===== config.mk =====
export PLATFORM = sky130hd
export DESIGN_NAME = sec_codec
export DESIGN_NICKNAME = d
export VERILOG_FILES = /design/src/rtl/sec_pkg.sv /design/src/rtl/sec_parity_gen.sv /design/src/rtl/sec_syndrome_locator.sv /design/src/rtl/sec_encoder.sv /design/src/rtl/sec_decoder.sv /design/src/rtl/sec_codec.sv
export SDC_FILE = /design/constraint.sdc
export NUM_CORES = 1
export LEC_CHECK = 0
export ABC_AREA = 0
export BUFFER_PORTS_ARGS = -buffer_cell sky130_fd_sc_hd__buf_4
export CAP_MARGIN = 20
export CORE_ASPECT_RATIO = 0.8
export CORE_MARGIN = 3
export CORE_UTILIZATION = 52
export CTS_CLUSTER_SIZE = 8
export DETAILED_ROUTE_END_ITERATION = 6
export PLACE_DENSITY = 0.86
export SLEW_MARGIN = 20
export SYNTH_ARGS = -nofsm -noshare
export SYNTH_HDL_FRONTEND = slang
export SYNTH_SLANG_ARGS = --single-unit
export TNS_END_PERCENT = 20

===== constraint.sdc =====
create_clock -name clk -period 2.75 [get_ports clk]
set_input_delay 0.55 -clock clk [delete_from_list [all_inputs] [get_ports clk]]
set_output_delay 0.55 -clock clk [all_outputs]
set_load 0.02 [all_outputs]

===== src/rtl/sec_pkg.sv =====
// Shared constants and code tables for the 11-bit single-error-correcting codec.
// Assumes the parity subsets below are fixed; signatures are derived from them.
package sec_pkg;
    localparam int DATA_W = 7;
    localparam int PAR_W  = 4;
    localparam int PKT_W  = DATA_W + PAR_W;

    // Data-bit subset feeding parity p (p=0 is W ... p=3 is Z); bit 6 of the mask is A.
    function automatic logic [DATA_W-1:0] parity_mask(input int p);
        case (p)
            0:       return 7'b1111100;  // A B C D E
            1:       return 7'b1100010;  // A B F
            2:       return 7'b1111001;  // A B C D G
            default: return 7'b1010111;  // A C E F G
        endcase
    endfunction

    // Syndrome produced by a flip at packet position pos (bit 3 of the result is W).
    function automatic logic [PAR_W-1:0] position_signature(input int pos);
        logic [PAR_W-1:0] sig;
        logic [DATA_W-1:0] m;
        sig = '0;
        if (pos < PAR_W) begin
            sig[pos] = 1'b1;
        end else begin
            for (int p = 0; p < PAR_W; p++) begin
                m = parity_mask(p);
                sig[PAR_W-1-p] = m[pos-PAR_W];
            end
        end
        return sig;
    endfunction
endpackage


===== src/rtl/sec_parity_gen.sv =====
// Combinational parity generator: one even-parity bit per subset of the data word.
// Assumes the subsets come from sec_pkg::parity_mask; output bit 3 is W.
module sec_parity_gen
    import sec_pkg::*;
(
    input  logic [DATA_W-1:0] data_i,
    output logic [PAR_W-1:0]  parity_o
);
    for (genvar p = 0; p < PAR_W; p++) begin : g_par
        localparam logic [DATA_W-1:0] MASK = parity_mask(p);
        // Reduce the masked data word to one parity bit.
        assign parity_o[PAR_W-1-p] = ^(data_i & MASK);
    end
endmodule


===== src/rtl/sec_syndrome_locator.sv =====
// Maps a syndrome to a one-hot flip mask over the packet positions.
// Assumes every position signature is distinct and nonzero; an all-zero mask means no match.
module sec_syndrome_locator
    import sec_pkg::*;
(
    input  logic [PAR_W-1:0] syndrome_i,
    output logic [PKT_W-1:0] flip_o,
    output logic             match_o
);
    for (genvar i = 0; i < PKT_W; i++) begin : g_pos
        localparam logic [PAR_W-1:0] SIG = position_signature(i);
        // Flag the position whose signature equals the syndrome.
        assign flip_o[i] = (syndrome_i == SIG);
    end

    // Any hit means the syndrome names a real position.
    assign match_o = |flip_o;
endmodule


===== src/rtl/sec_encoder.sv =====
// Registered encoder: appends four parity bits to the data word, one clock of latency.
// Assumes the caller treats packet_o as meaningful only while valid_o is high.
module sec_encoder
    import sec_pkg::*;
(
    input  logic              clk,
    input  logic              rst_n,
    input  logic              valid_i,
    input  logic [DATA_W-1:0] data_i,
    output logic              valid_o,
    output logic [PKT_W-1:0]  packet_o
);
    logic [PAR_W-1:0] par;

    sec_parity_gen u_gen (
        .data_i  (data_i),
        .parity_o(par)
    );

    // Capture the packet on a valid input; hold it otherwise.
    always_ff @(posedge clk) begin
        if (!rst_n) begin
            valid_o  <= 1'b0;
            packet_o <= '0;
        end else begin
            valid_o <= valid_i;
            if (valid_i) begin
                packet_o <= {data_i, par};
            end
        end
    end
endmodule


===== src/rtl/sec_decoder.sv =====
// Registered decoder: recomputes parity, forms the syndrome, repairs a single flip.
// Assumes at most one flip for a correct repair; unmatched syndromes pass data through.
module sec_decoder
    import sec_pkg::*;
(
    input  logic              clk,
    input  logic              rst_n,
    input  logic              valid_i,
    input  logic [PKT_W-1:0]  packet_i,
    output logic              valid_o,
    output logic [DATA_W-1:0] data_o,
    output logic [PAR_W-1:0]  syndrome_o,
    output logic              corrected_o,
    output logic              uncorrectable_o
);
    logic [PAR_W-1:0] recalc;
    logic [PAR_W-1:0] syndrome;
    logic [PKT_W-1:0] flip;
    logic             match;
    logic [PKT_W-1:0] repaired;

    sec_parity_gen u_gen (
        .data_i  (packet_i[PKT_W-1:PAR_W]),
        .parity_o(recalc)
    );

    // Compare the received parity bits with the recomputed ones.
    assign syndrome = recalc ^ packet_i[PAR_W-1:0];

    sec_syndrome_locator u_loc (
        .syndrome_i(syndrome),
        .flip_o    (flip),
        .match_o   (match)
    );

    // Invert the single bit the locator names (no change when nothing matches).
    assign repaired = packet_i ^ flip;

    // Register the repaired word and the status on a valid input.
    always_ff @(posedge clk) begin
        if (!rst_n) begin
            valid_o         <= 1'b0;
            data_o          <= '0;
            syndrome_o      <= '0;
            corrected_o     <= 1'b0;
            uncorrectable_o <= 1'b0;
        end else begin
            valid_o <= valid_i;
            if (valid_i) begin
                data_o          <= repaired[PKT_W-1:PAR_W];
                syndrome_o      <= syndrome;
                corrected_o     <= match;
                uncorrectable_o <= (syndrome != '0) && !match;
            end
        end
    end
endmodule


===== src/rtl/sec_codec.sv =====
// Top level: independent encoder and decoder pipelines sharing clock and reset.
// Assumes no back-pressure; each side produces one result per accepted input.
module sec_codec
    import sec_pkg::*;
(
    input  logic              clk,
    input  logic              rst_n,
    input  logic              enc_valid_i,
    input  logic [DATA_W-1:0] enc_data_i,
    output logic              enc_valid_o,
    output logic [PKT_W-1:0]  enc_packet_o,
    input  logic              dec_valid_i,
    input  logic [PKT_W-1:0]  dec_packet_i,
    output logic              dec_valid_o,
    output logic [DATA_W-1:0] dec_data_o,
    output logic [PAR_W-1:0]  dec_syndrome_o,
    output logic              dec_corrected_o,
    output logic              dec_uncorrectable_o
);
    sec_encoder u_enc (
        .clk     (clk),
        .rst_n   (rst_n),
        .valid_i (enc_valid_i),
        .data_i  (enc_data_i),
        .valid_o (enc_valid_o),
        .packet_o(enc_packet_o)
    );

    sec_decoder u_dec (
        .clk            (clk),
        .rst_n          (rst_n),
        .valid_i        (dec_valid_i),
        .packet_i       (dec_packet_i),
        .valid_o        (dec_valid_o),
        .data_o         (dec_data_o),
        .syndrome_o     (dec_syndrome_o),
        .corrected_o    (dec_corrected_o),
        .uncorrectable_o(dec_uncorrectable_o)
    );
endmodule


# [After elaboration in Yosys (flattened, before gate mapping)]
# Cells that the tools add are included.
[word_totals] out_inout_bits=26 word_cells=32 in_bits=22 reg_bits=26
[classes] reduce_logical=12 bitwise=2 n_eq_ne=11
[op_table] op="7-bit parity" count=8
[op_table] op="4-bit == test, second input constant" count=6
[op_table] op="11-bit OR reduction" count=1
[op_table] op="11-bit XOR" count=1
[op_table] op="4-bit by 2-bit == test with 1-bit output, second input constant" count=2
[op_table] op="4-bit by 3-bit == test with 1-bit output, second input constant" count=2
[op_table] op="4-bit by 1-bit == test with 1-bit output, second input constant" count=1
[op_table] op="4-bit nonzero test" count=1
[op_table] op="4-bit XOR" count=1
[op_table] op="1-bit logical AND" count=1
[op_table] op="1-bit zero test" count=1

# [Longest topological paths before layout]
# Gate-level depths: netlist of the first run.
[depth] depth_word=6 mapped_depth=5 depth_no_buf=5

# [Modules after synthesis]
# Synthesis of the first run repeated with hierarchy kept, for this count alone.
[hier_totals] hier_cells=132 area_unflattened_um2=1360.1
[modules_own_cells] module="sec_decoder" n_inst=1 seq_area_each_um2=280.3 cells_per_inst=57 area_each_um2=605.6
[modules_own_cells] module="sec_encoder" n_inst=1 seq_area_each_um2=240.2 cells_per_inst=37 area_each_um2=441.7
[modules_own_cells] module="sec_parity_gen" n_inst=2 seq_area_each_um2=0.0 cells_per_inst=9 area_each_um2=106.4
[modules_own_cells] module="sec_syndrome_locator" n_inst=1 seq_area_each_um2=0.0 cells_per_inst=20 area_each_um2=100.1

# [Least setup slack after synthesis of the first run]
# OpenSTA, ideal clock, no wires.
[synth_timing] path_type="input-to-reg" from="in dec_packet_i[10]" to="reg u_dec.corrected_o" t_required_ns=2.618 setup_slack_ns=0.766 setup_ns=0.132 n_path_buf=0 stages=5 arrival_time_ns=1.852 cell_sequence="xnor3_2 -> xnor2_1 -> nand3_1 -> a31oi_1 -> a21oi_1"
[synth_between] elab_chain_cells=4 elab_cells_between_ends=17 classes_between="eq/ne (11); bitwise (1); reduce/logical (5)"
[synth_lines] item="from (decl)" line_no="sec_codec.sv:13" rtl="input logic [PKT_W-1:0] dec_packet_i,"
[synth_lines] item="7-bit parity" line_no="sec_parity_gen.sv:12" rtl="assign parity_o[PAR_W-1-p] = ^(data_i & MASK);"
[synth_lines] item="4-bit XOR (*)" line_no="sec_decoder.sv:28" rtl="assign syndrome = recalc ^ packet_i[PAR_W-1:0];"
[synth_lines] item="4-bit by 1-bit == test with 1-bit output (tied with other cells)" line_no="sec_syndrome_locator.sv:13" rtl="assign flip_o[i] = (syndrome_i == SIG);"
[synth_lines] item="11-bit OR reduction (*)" line_no="sec_syndrome_locator.sv:17" rtl="assign match_o = |flip_o;"
[synth_lines] item="to (signal assigned)" line_no="sec_decoder.sv:52" rtl="corrected_o <= match;"
[synth_lines] item="to (decl)" line_no="sec_decoder.sv:13" rtl="output logic corrected_o,"
# Mark *: on every way between the ends. The rest lies on a longest branch, timed or not.
# A chain may end at the register's enable or synchronous reset.

# [Final worst setup path of the first run]
# Same ends and word-level chain as after synthesis.

==> results of run 1 <==
==> cell usage after synthesis (all sizes together), types with 2 or more instances <==
| cell type | count | area [µm²] |
|---|---|---|
| nand3 | 2 | 10.0 |
| a21oi | 9 | 45.0 |
| nand2 | 5 | 18.8 |
| nor4 | 3 | 25.0 |
| xor2 | 7 | 61.3 |
| nor4b | 4 | 47.6 |
| mux2i | 11 | 110 |
| clkbuf | 5 | 18.8 |
| o211a | 4 | 40.0 |
| xnor2 | 21 | 203 |
| dfxtp | 26 | 521 |
| o21ai | 8 | 40.0 |
| nor2b | 11 | 68.8 |
| xnor3 | 4 | 93.8 |
| and2 | 2 | 12.5 |
==> state kept, by name (all words and copies together) (netlist names) <==
| name | flops |
|---|---|
| u_enc.valid_o | 1 |
| u_dec.corrected_o | 1 |
| u_dec.syndrome_o | 4 |
| u_enc.packet_o | 11 |
| u_dec.valid_o | 1 |
| u_dec.data_o | 7 |
| u_dec.uncorrectable_o | 1 |
==> power by group through the flow <==
stage,logic (mW),registers (mW),clock network (mW)
2_1_floorplan,0.217,0.480,0
3_3_place_gp,0.373,0.437,0
3_5_place_dp,0.387,0.439,0
4_1_cts,0.391,0.431,0.265
5_1_grt,0.422,0.435,0.279
6_report,0.391,0.431,0.261
==> metal layers <==
layer / wire [µm] / up-vias
li1: - / 524
met1: 1340 / 491
met2: 1680 / 32
met3: 180 / 2
met4: 14 / 0
met5: 0 / -
==> final timing paths <==
path	end	start	cells past startpoint	slack, ps
hold / removal	u_dec.uncorrectable_o	u_dec.uncorrectable_o	2	510
setup / recovery	u_dec.corrected_o	dec_packet_i[10]	6	730
setup reg to reg	u_dec.corrected_o	u_dec.corrected_o	2	2050
hold reg to reg	u_dec.uncorrectable_o	u_dec.uncorrectable_o	2	510
==> area by class of cell <==
cell class	count	area, µm²
Clock buffer	3	22.5
Fill cell	169	526
Sequential cell	26	520
Timing Repair Buffer	47	353
Tap cell	34	42.5
Multi-Input combinational cell	94	796
Clock inverter	1	30.0
==> placed cells by master (no fill, tap or decap), types with 2 or more instances in the layout <==
master	synthesis	layout
nor4_1	2	2
xnor2_1	20	20
o211a_1	4	4
nand3_1	2	2
xor2_1	7	7
clkbuf_4	0	3
nor4b_2	2	2
buf_4	0	47
nand2_1	5	5
mux2i_1	11	11
nor4b_1	2	2
and2_1	2	2
o21ai_0	8	8
dfxtp_1	26	26
nor2b_1	11	11
a21oi_1	9	9
xnor3_2	3	3
==> worst reg2reg max path, stage by stage, from the launching register on <==
cell and delay [ps]:
dfxtp_1 350, o21ai_0 190, a21oi_1 60
==> through the flow <==
step           std cells  worst slack, ps  hold slack (ps)
2_1_floorplan        126              766              551
3_3_place_gp         201              536              463
3_5_place_dp         201              400              477
4_1_cts              205              764              501
5_1_grt              205              599              505
6_report             205              732              505
==> logic make-up after synthesis <==
| family | Yosys count |
|---|---|
| AO/OA/AOI/OAI | 23 |
| XOR/XNOR | 32 |
| buffers and inverters | 6 |
| flip-flops | 26 |
| multiplexers | 11 |
| AND/OR/NAND/NOR | 28 |
==> flow_summary_export.csv, run 1 <==
group,metric,value,unit
timing,finClkSkew,0,ps
clock_tree,post-cts-setup-buffer-count,0,
hold_path,holdCritPathClass,"reg -> reg",
placed_design,numPortBuffers,47,
setup_path,end_kind,"flop",
setup_path,path_buf_inv,1,
grt,grtUsageMet2,38.9,%
setup_path,arrival,2240,ps
flow_run,cap_violations,0,
floorplanning,core_area,2290,µm²
clock_tree,insertion_delay,320,ps
finish,drive_gt1_share,33.9,%
finish,diodes,0,
yosys,synthesis.area,1340,µm²
power_and_ir_drop,ir_worst_vdd,416,µV
setup_path,cp_max_fo,8,
power_and_ir_drop,seqPwrFrac,39.8,%
grt,grt_start_max_net_pins,28,
yosys,seq_area_frac_synth,38.9,%
power_and_ir_drop,comb_power_share,36.1,%
clock_tree,cts_inserted_buffers,3,
power_and_ir_drop,p_total,1.08,mW
power_and_ir_drop,powerDensity,614,nW/µm²
floorplanning,dieArea,3220,µm²
power_and_ir_drop,p_clk_share,24.1,%
clock_tree,clockBufferDepth,2,
grt,grt_pass1_wl,5.17,mm
yosys,ys_types,23,
power_and_ir_drop,p_sw,0.344,mW
power_and_ir_drop,power.leakage,0.798,nW
setup_path,startpoint_type,"input pin",
yosys,synth_xor_area_share,26.7,%
yosys,avgSynthCellArea,10.6,µm²
grt,antenna_found_initial,0,
placed_design,dpl.hpwl,2.39,mm
status,status,"complete, no violations",
setup_path,max_stage_delay,640,ps
timing,setup_viol_count_final,0,
clock_tree,cts_tree,"built",
yosys,ys_warn_count,0,
setup_path,path_cells,"buf_4, xnor3_2, xnor2_1, nand3_1, a31oi_1, a21oi_1",
clock_tree,h-tree-depth,1,
grt,grt_util_met3,5.93,%
timing,finalHoldViolations,0,
floorplanning,placementRows,15,
grt,overflow,0,
yosys,synth_ff_type,"dfxtp_1",
timing,rsz0062_at_grt,"no",
drt,vias,1049,
timing,slew_violations,0,
timing,fmax,495,MHz
setup_path,cp.required,2970,ps
grt,grtUsageMet1,23.8,%
setup_path,slowest_stage,"xnor2_1",
yosys,synth_top_family_by_area,"XOR/XNOR gates",
yosys,synth_compound_gate_area_share,10.4,%
timing,period_needed,2020,ps
grt,busiest_layer,"met2",
clock_tree,cts.sinks,26,
drt,drc,0,
floorplanning,die_h,51.4,µm
floorplanning,die_x,62.7,µm
finish,post-route-util,77.0,%
yosys,yosys.area_share.simple,14.1,%
timing,worstMarginPinSlew,724,ps
yosys,synthArstFlopShare,0,%
yosys,synthMuxAreaShare,8.22,%
drt,wl_per_cell,15.7,µm
clock_tree,clk_pin_slew_worst_paths,140,ps
clock_tree,cts_hold_buf,0,
drt,dr.pass1.iters,5,
clock_tree,clockRootBuffer,"clkbuf_4",
drt,routed_via_density,5.12,
yosys,synth-seq-cells,26,
power_and_ir_drop,p_int,0.740,mW
floorplanning,floorplan.initialDensity,58.5,%
drt,first_iter_violations,46,
yosys,syn_nets,148,
yosys,postSynthCellCount,126,
timing,relSlewSlack,51.4,%
placed_design,gp_congestion,0.773,
power_and_ir_drop,p_sw_share,31.7,%
setup_path,path_delay_family,"XOR/XNOR gates",
clock_tree,cts_resized,0,
finish,num-nets-final,194,
yosys,synth-edff-count,0,
timing,fin_crit_sh,73.4,%
setup_path,crit_type,"in -> reg",
finish,area_growth_syn_to_layout,31.8,%
drt,ant_nets,0,
grt,grt_usage,20.8,%
drt,routed_wl,3.21,mm
floorplanning,io-pin-count,48,
grt,grt_pass1_vias,1075,
yosys,synthAdderAreaFrac,0,%
timing,tns,0,ps
placed_design,placed_area,1710,µm²
finish,fin_area,1760,µm²
(Power assumes the default switching activity.)
==> run 2: changes to the inputs <==
- CORE_UTILIZATION: 52 -> 49
- PLACE_DENSITY: 0.86 -> 0.82
- clock period: 2.75 -> 1.95 ns (I/O delays scaled with it)
==> run 2 against run 1 <==
- clock skew unchanged
- highest routed layer is now met3
- design area rose by 1.8%
- global-route usage shrank 2.7 points
- count of clock-buffer cells in the layout unchanged
- first-iteration DRC count shrank 41%
- core utilization down 5.8 points
- combinational power grew 49%
- setup slack got worse by 450 ps
- register-to-register slack worse by 760 ps
- sequential power is 41% higher
- critical path type unchanged
- total power grew 30%
- critical path depth increased by 1
==> flow_summary_export.csv, run 2 (same netlist as run 1, synthesis figures left out) <==
group,metric,value,unit
grt,grt_pass1_vias,1066,
clock_tree,h-tree-depth,1,
clock_tree,cts_resized,0,
hold_path,holdCritPathClass,"in -> reg",
power_and_ir_drop,comb_power_share,41.3,%
floorplanning,die_h,52.8,µm
setup_path,arrival,1880,ps
power_and_ir_drop,powerDensity,784,nW/µm²
setup_path,max_stage_delay,420,ps
clock_tree,cts_tree,"built",
power_and_ir_drop,p_sw,0.466,mW
setup_path,r2r.worst_path.cells,2,
floorplanning,core_area,2520,µm²
power_and_ir_drop,p_int,0.941,mW
timing,period_needed,1670,ps
drt,dr.pass1.iters,6,
finish,diodes,0,
setup_path,crit_type,"in -> reg",
grt,grt_pass1_wl,4.64,mm
finish,largest_reg_flops,11,
finish,num-nets-final,202,
placed_design,dpl.hpwl,2.30,mm
finish,fin_area,1800,µm²
finish,multi_input_area,796,µm²
timing,fin_crit_sh,85.6,%
finish,post-route-util,71.2,%
floorplanning,placementRows,16,
drt,drc,0,
clock_tree,post-cts-setup-buffer-count,0,
finish,final_common_cell,"buf_4",
power_and_ir_drop,seqPwrFrac,43.1,%
setup_path,startpoint_type,"input pin",
grt,grt_usage,18.2,%
drt,routed_via_density,4.92,
power_and_ir_drop,p_sw_share,33.1,%
power_and_ir_drop,p_clk_share,15.6,%
timing,finClkSkew,0,ps
power_and_ir_drop,p_total,1.41,mW
grt,overflow,0,
timing,slew_violations,0,
timing,whs,342,ps
grt,antenna_found_initial,0,
timing,rsz0062_at_grt,"no",
setup_path,path_common_cell,"buf_4",
floorplanning,floorplan.initialDensity,53.1,%
finish,register_area,520,µm²
clock_tree,cts_inserted_buffers,3,
floorplanning,die_x,64.4,µm
drt,routed_wl,2.85,mm
setup_path,end_kind,"flop",
timing,setup_viol_count_final,0,
setup_path,rrSetupSlack,1290,ps
setup_path,rr_startpoint,"u_dec.data_o[0]",
finish,final_cells,214,
clock_tree,cts.sinks,26,
placed_design,gp_congestion,0.834,
finish,area_growth_syn_to_layout,34.2,%
setup_path,path_cells,"buf_4, xnor3_2, buf_4, xnor2_4, nor4b_2, xnor2_1, a21oi_1",
timing,relSlewSlack,63.7,%
placed_design,placed_area,1770,µm²
setup_path,crit_path_end,"u_dec.data_o[0]",
finish,drive_gt1_share,36.5,%
finish,largest_register,"u_enc.packet_o",
power_and_ir_drop,ir_worst_vdd,696,µV
setup_path,worstReg2RegEnd,"u_dec.data_o[0]",
timing,fmax,599,MHz
finish,top_regs,"u_enc.packet_o (11), u_dec.data_o (7), u_dec.syndrome_o (4)",
finish,fillCellCount,218,
drt,first_iter_violations,27,
flow_run,cap_violations,0,
drt,ant_nets,0,
clock_tree,cts_hold_buf,0,
clock_tree,clockBufferDepth,2,
setup_path,slowest_stage,"xnor3_2",
setup_path,crit_start,"dec_packet_i[10]",
placed_design,placedCellCount,211,
setup_path,cp.required,2170,ps
floorplanning,dieArea,3400,µm²
clock_tree,clk_pin_slew_worst_paths,130,ps
grt,grt_start_max_net_pins,28,
timing,finalHoldViolations,0,
floorplanning,io-pin-count,48,
clock_tree,insertion_delay,310,ps
power_and_ir_drop,power.leakage,0.822,nW
placed_design,numPortBuffers,47,
finish,layout_common_cells,"55 x buf_4, 26 x dfxtp_1, 20 x xnor2_1",
status,status,"complete, no violations",
drt,vias,1053,
setup_path,cp_max_fo,9,
drt,wl_per_cell,13.3,µm
timing,worstMarginPinSlew,543,ps
clock_tree,clockRootBuffer,"clkbuf_4",
## run 2: cell count changes in the layout (fill, tap and decap cells not counted), sizes merged
cell / before / now
buf: 47 / 55
bufinv: 1 / 0
## run 2: worst min-delay path by stage
stage,startpoint,to,depth (start not counted),slack (ps)
floorplan,rst_n,u_enc.packet_o[0],1,520
global placement,u_dec.syndrome_o[2],u_dec.syndrome_o[2],1,470
detailed placement,u_dec.syndrome_o[3],u_dec.syndrome_o[3],1,480
CTS,enc_data_i[2],u_enc.packet_o[6],3,340
global route,enc_data_i[2],u_enc.packet_o[6],3,330
finish,enc_data_i[2],u_enc.packet_o[6],3,340
## run 2: metrics by stage
stage                     worst slack, ps  TNS [ps]
after floorplan                       126         0
after global placement              -25.5     -38.9
after detailed placement            -78.8      -294
after CTS                             273         0
after global routing                  158         0
final                                 281         0
## run 2: power by group through the flow
| stage | Clock [mW] | Combinational (mW) | Sequential, mW |
|---|---|---|---|
| floorplan | 0 | 0.306 | 0.677 |
| global placement | 0 | 0.567 | 0.617 |
| detailed placement | 0 | 0.583 | 0.618 |
| CTS | 0.230 | 0.585 | 0.606 |
| global route | 0.250 | 0.634 | 0.613 |
| finish | 0.220 | 0.582 | 0.606 |
## run 2: per-layer routing
metal  vias to the layer above  share of wire (%)  global-route usage, %
met1                       475                 41                   21.3
met5                         -                  0                      0
met4                         0                  0                   5.96
met3                         0                6.8                   6.44
met2                        35                 52                   31.2
li1                        543                  -                      -
## run 2: worst max-delay path, delay by kind of cell
family / cells / cell delay [ps]
AO/OA/AOI/OAI: 1 / 90
XOR/XNOR: 3 / 840
buffers and inverters: 2 / 270
AND/OR/NAND/NOR: 1 / 290
## run 2: cell type report
type,count,share of cell area (%)
well taps,36,2.51
multi-input cells,94,44.3
clock buffers,3,1.25
flip-flops and latches,26,29.0
repair buffers,55,23.0
==> run 3: changes to the inputs <==
- REMOVE_ABC_BUFFERS: unset -> 1
- clock period: 1.95 -> 1.9 ns (I/O delays scaled with it)
==> run 3 against run 2 <==
- register-to-register slack worse by 70 ps
- sequential share of layout area is 0.12 points lower
- setup slack worse by 40 ps
- clock power hardly changed
- critical endpoint unchanged
==> flow_summary_export.csv, run 3 (same netlist as run 1, synthesis figures left out) <==
group,metric,value,unit
status,status,"complete, no violations",
clock_tree,post-cts-setup-buffer-count,0,
finish,top_regs,"u_enc.packet_o (11), u_dec.data_o (7), u_dec.syndrome_o (4)",
placed_design,placed_area,1780,µm²
setup_path,arrival,1870,ps
timing,period_needed,1660,ps
timing,finClkSkew,0,ps
clock_tree,cts.sinks,26,
clock_tree,cts_tree,"built",
power_and_ir_drop,p_int,0.965,mW
drt,routed_via_density,4.86,
timing,setup_slack,241,ps
timing,whs,339,ps
timing,rsz0062_at_grt,"no",
drt,first_iter_violations,22,
clock_tree,cts_resized,0,
placed_design,numPortBuffers,47,
flow_run,cap_violations,0,
grt,grt_start_max_net_pins,28,
power_and_ir_drop,p_total,1.43,mW
drt,dr.pass1.iters,4,
power_and_ir_drop,seqPwrFrac,43.4,%
finish,final_common_cell,"buf_4",
timing,tns,0,ps
power_and_ir_drop,p_sw_share,32.7,%
timing,fmax,603,MHz
placed_design,placedCellCount,212,
floorplanning,floorplan.initialDensity,53.1,%
power_and_ir_drop,p_clk_share,15.5,%
floorplanning,placementRows,16,
power_and_ir_drop,power.leakage,0.827,nW
drt,drc,0,
drt,ant_nets,0,
timing,relSlewSlack,63.8,%
clock_tree,clockRootBuffer,"clkbuf_4",
finish,largest_register,"u_enc.packet_o",
timing,setup_viol_count_final,0,
clock_tree,cts_inserted_buffers,3,
finish,diodes,0,
setup_path,end_kind,"flop",
floorplanning,die_h,52.8,µm
floorplanning,dieArea,3400,µm²
power_and_ir_drop,p_sw,0.469,mW
grt,grt_usage,16.5,%
setup_path,startpoint_type,"input pin",
grt,overflow,0,
floorplanning,io-pin-count,48,
finish,area_growth_syn_to_layout,34.8,%
drt,wl_per_cell,12.9,µm
clock_tree,clk_pin_slew_worst_paths,120,ps
finish,num-nets-final,203,
power_and_ir_drop,powerDensity,794,nW/µm²
grt,grt_pass1_vias,958,
finish,final_cells,215,
power_and_ir_drop,ir_worst_vdd,570,µV
finish,drive_gt1_share,36.9,%
finish,largest_reg_flops,11,
hold_path,holdCritPathClass,"in -> reg",
power_and_ir_drop,comb_power_share,41.1,%
clock_tree,insertion_delay,310,ps
placed_design,dpl.hpwl,2.17,mm
clock_tree,cts_hold_buf,0,
timing,worstMarginPinSlew,542,ps
timing,finalHoldViolations,0,
finish,fin_area,1800,µm²
grt,grt_pass1_wl,4.31,mm
placed_design,dp_slack,-115,ps
drt,vias,1045,
timing,fin_crit_sh,87.3,%
setup_path,cp.required,2110,ps
timing,slew_violations,0,
setup_path,crit_type,"in -> reg",
drt,routed_wl,2.78,mm
finish,post-route-util,71.5,%
placed_design,gp_congestion,0.788,
clock_tree,h-tree-depth,1,
grt,antenna_found_initial,0,
clock_tree,clockBufferDepth,2,
floorplanning,die_x,64.4,µm
setup_path,cp_max_fo,10,
finish,layout_common_cells,"56 x buf_4, 26 x dfxtp_1, 20 x xnor2_1",
floorplanning,core_area,2520,µm²
[run 3: cell type report]
class / count / area [µm²]
timing repair buffer: 56 / 420
fill: 220 / 718
sequential: 26 / 520
multi-input combinational: 94 / 796
tap: 36 / 45.0
clock buffer: 3 / 22.5
[run 3: power groups by stage]
stage / Clock, mW / Sequential [mW] / Combinational (mW)
3_3_place_gp: 0 / 0.632 / 0.578
2_1_floorplan: 0 / 0.694 / 0.300
4_1_cts: 0.238 / 0.623 / 0.594
6_report: 0.222 / 0.622 / 0.589
3_5_place_dp: 0 / 0.635 / 0.592
5_1_grt: 0.255 / 0.628 / 0.639
[run 3: per-layer routing]
layer	share of wire (%)	global-route usage, %	vias up	wire (µm)
met5	0	0	-	0
met4	1.7	6.32	0	46
met3	4.0	3.43	5	112
met2	51	30.3	22	1410
met1	44	18.9	477	1210
li1	-	-	541	-
[run 3: critical path, cell delays in order]
cell	delay, ps
buf_4	80
xnor3_2	420
buf_4	180
xnor2_4	290
nor4b_2	290
xnor2_1	150
a21oi_1	90
[run 3: worst paths after layout]
kind	slack, ps	depth (start not counted)	from	end
worst max register to register	1220	2	u_dec.data_o[0]	u_dec.data_o[0]
worst min-delay path	340	3	enc_data_i[3]	u_enc.packet_o[7]
worst min register to register	490	2	u_dec.uncorrectable_o	u_dec.uncorrectable_o
worst max-delay path	240	7	dec_packet_i[10]	u_dec.data_o[0]
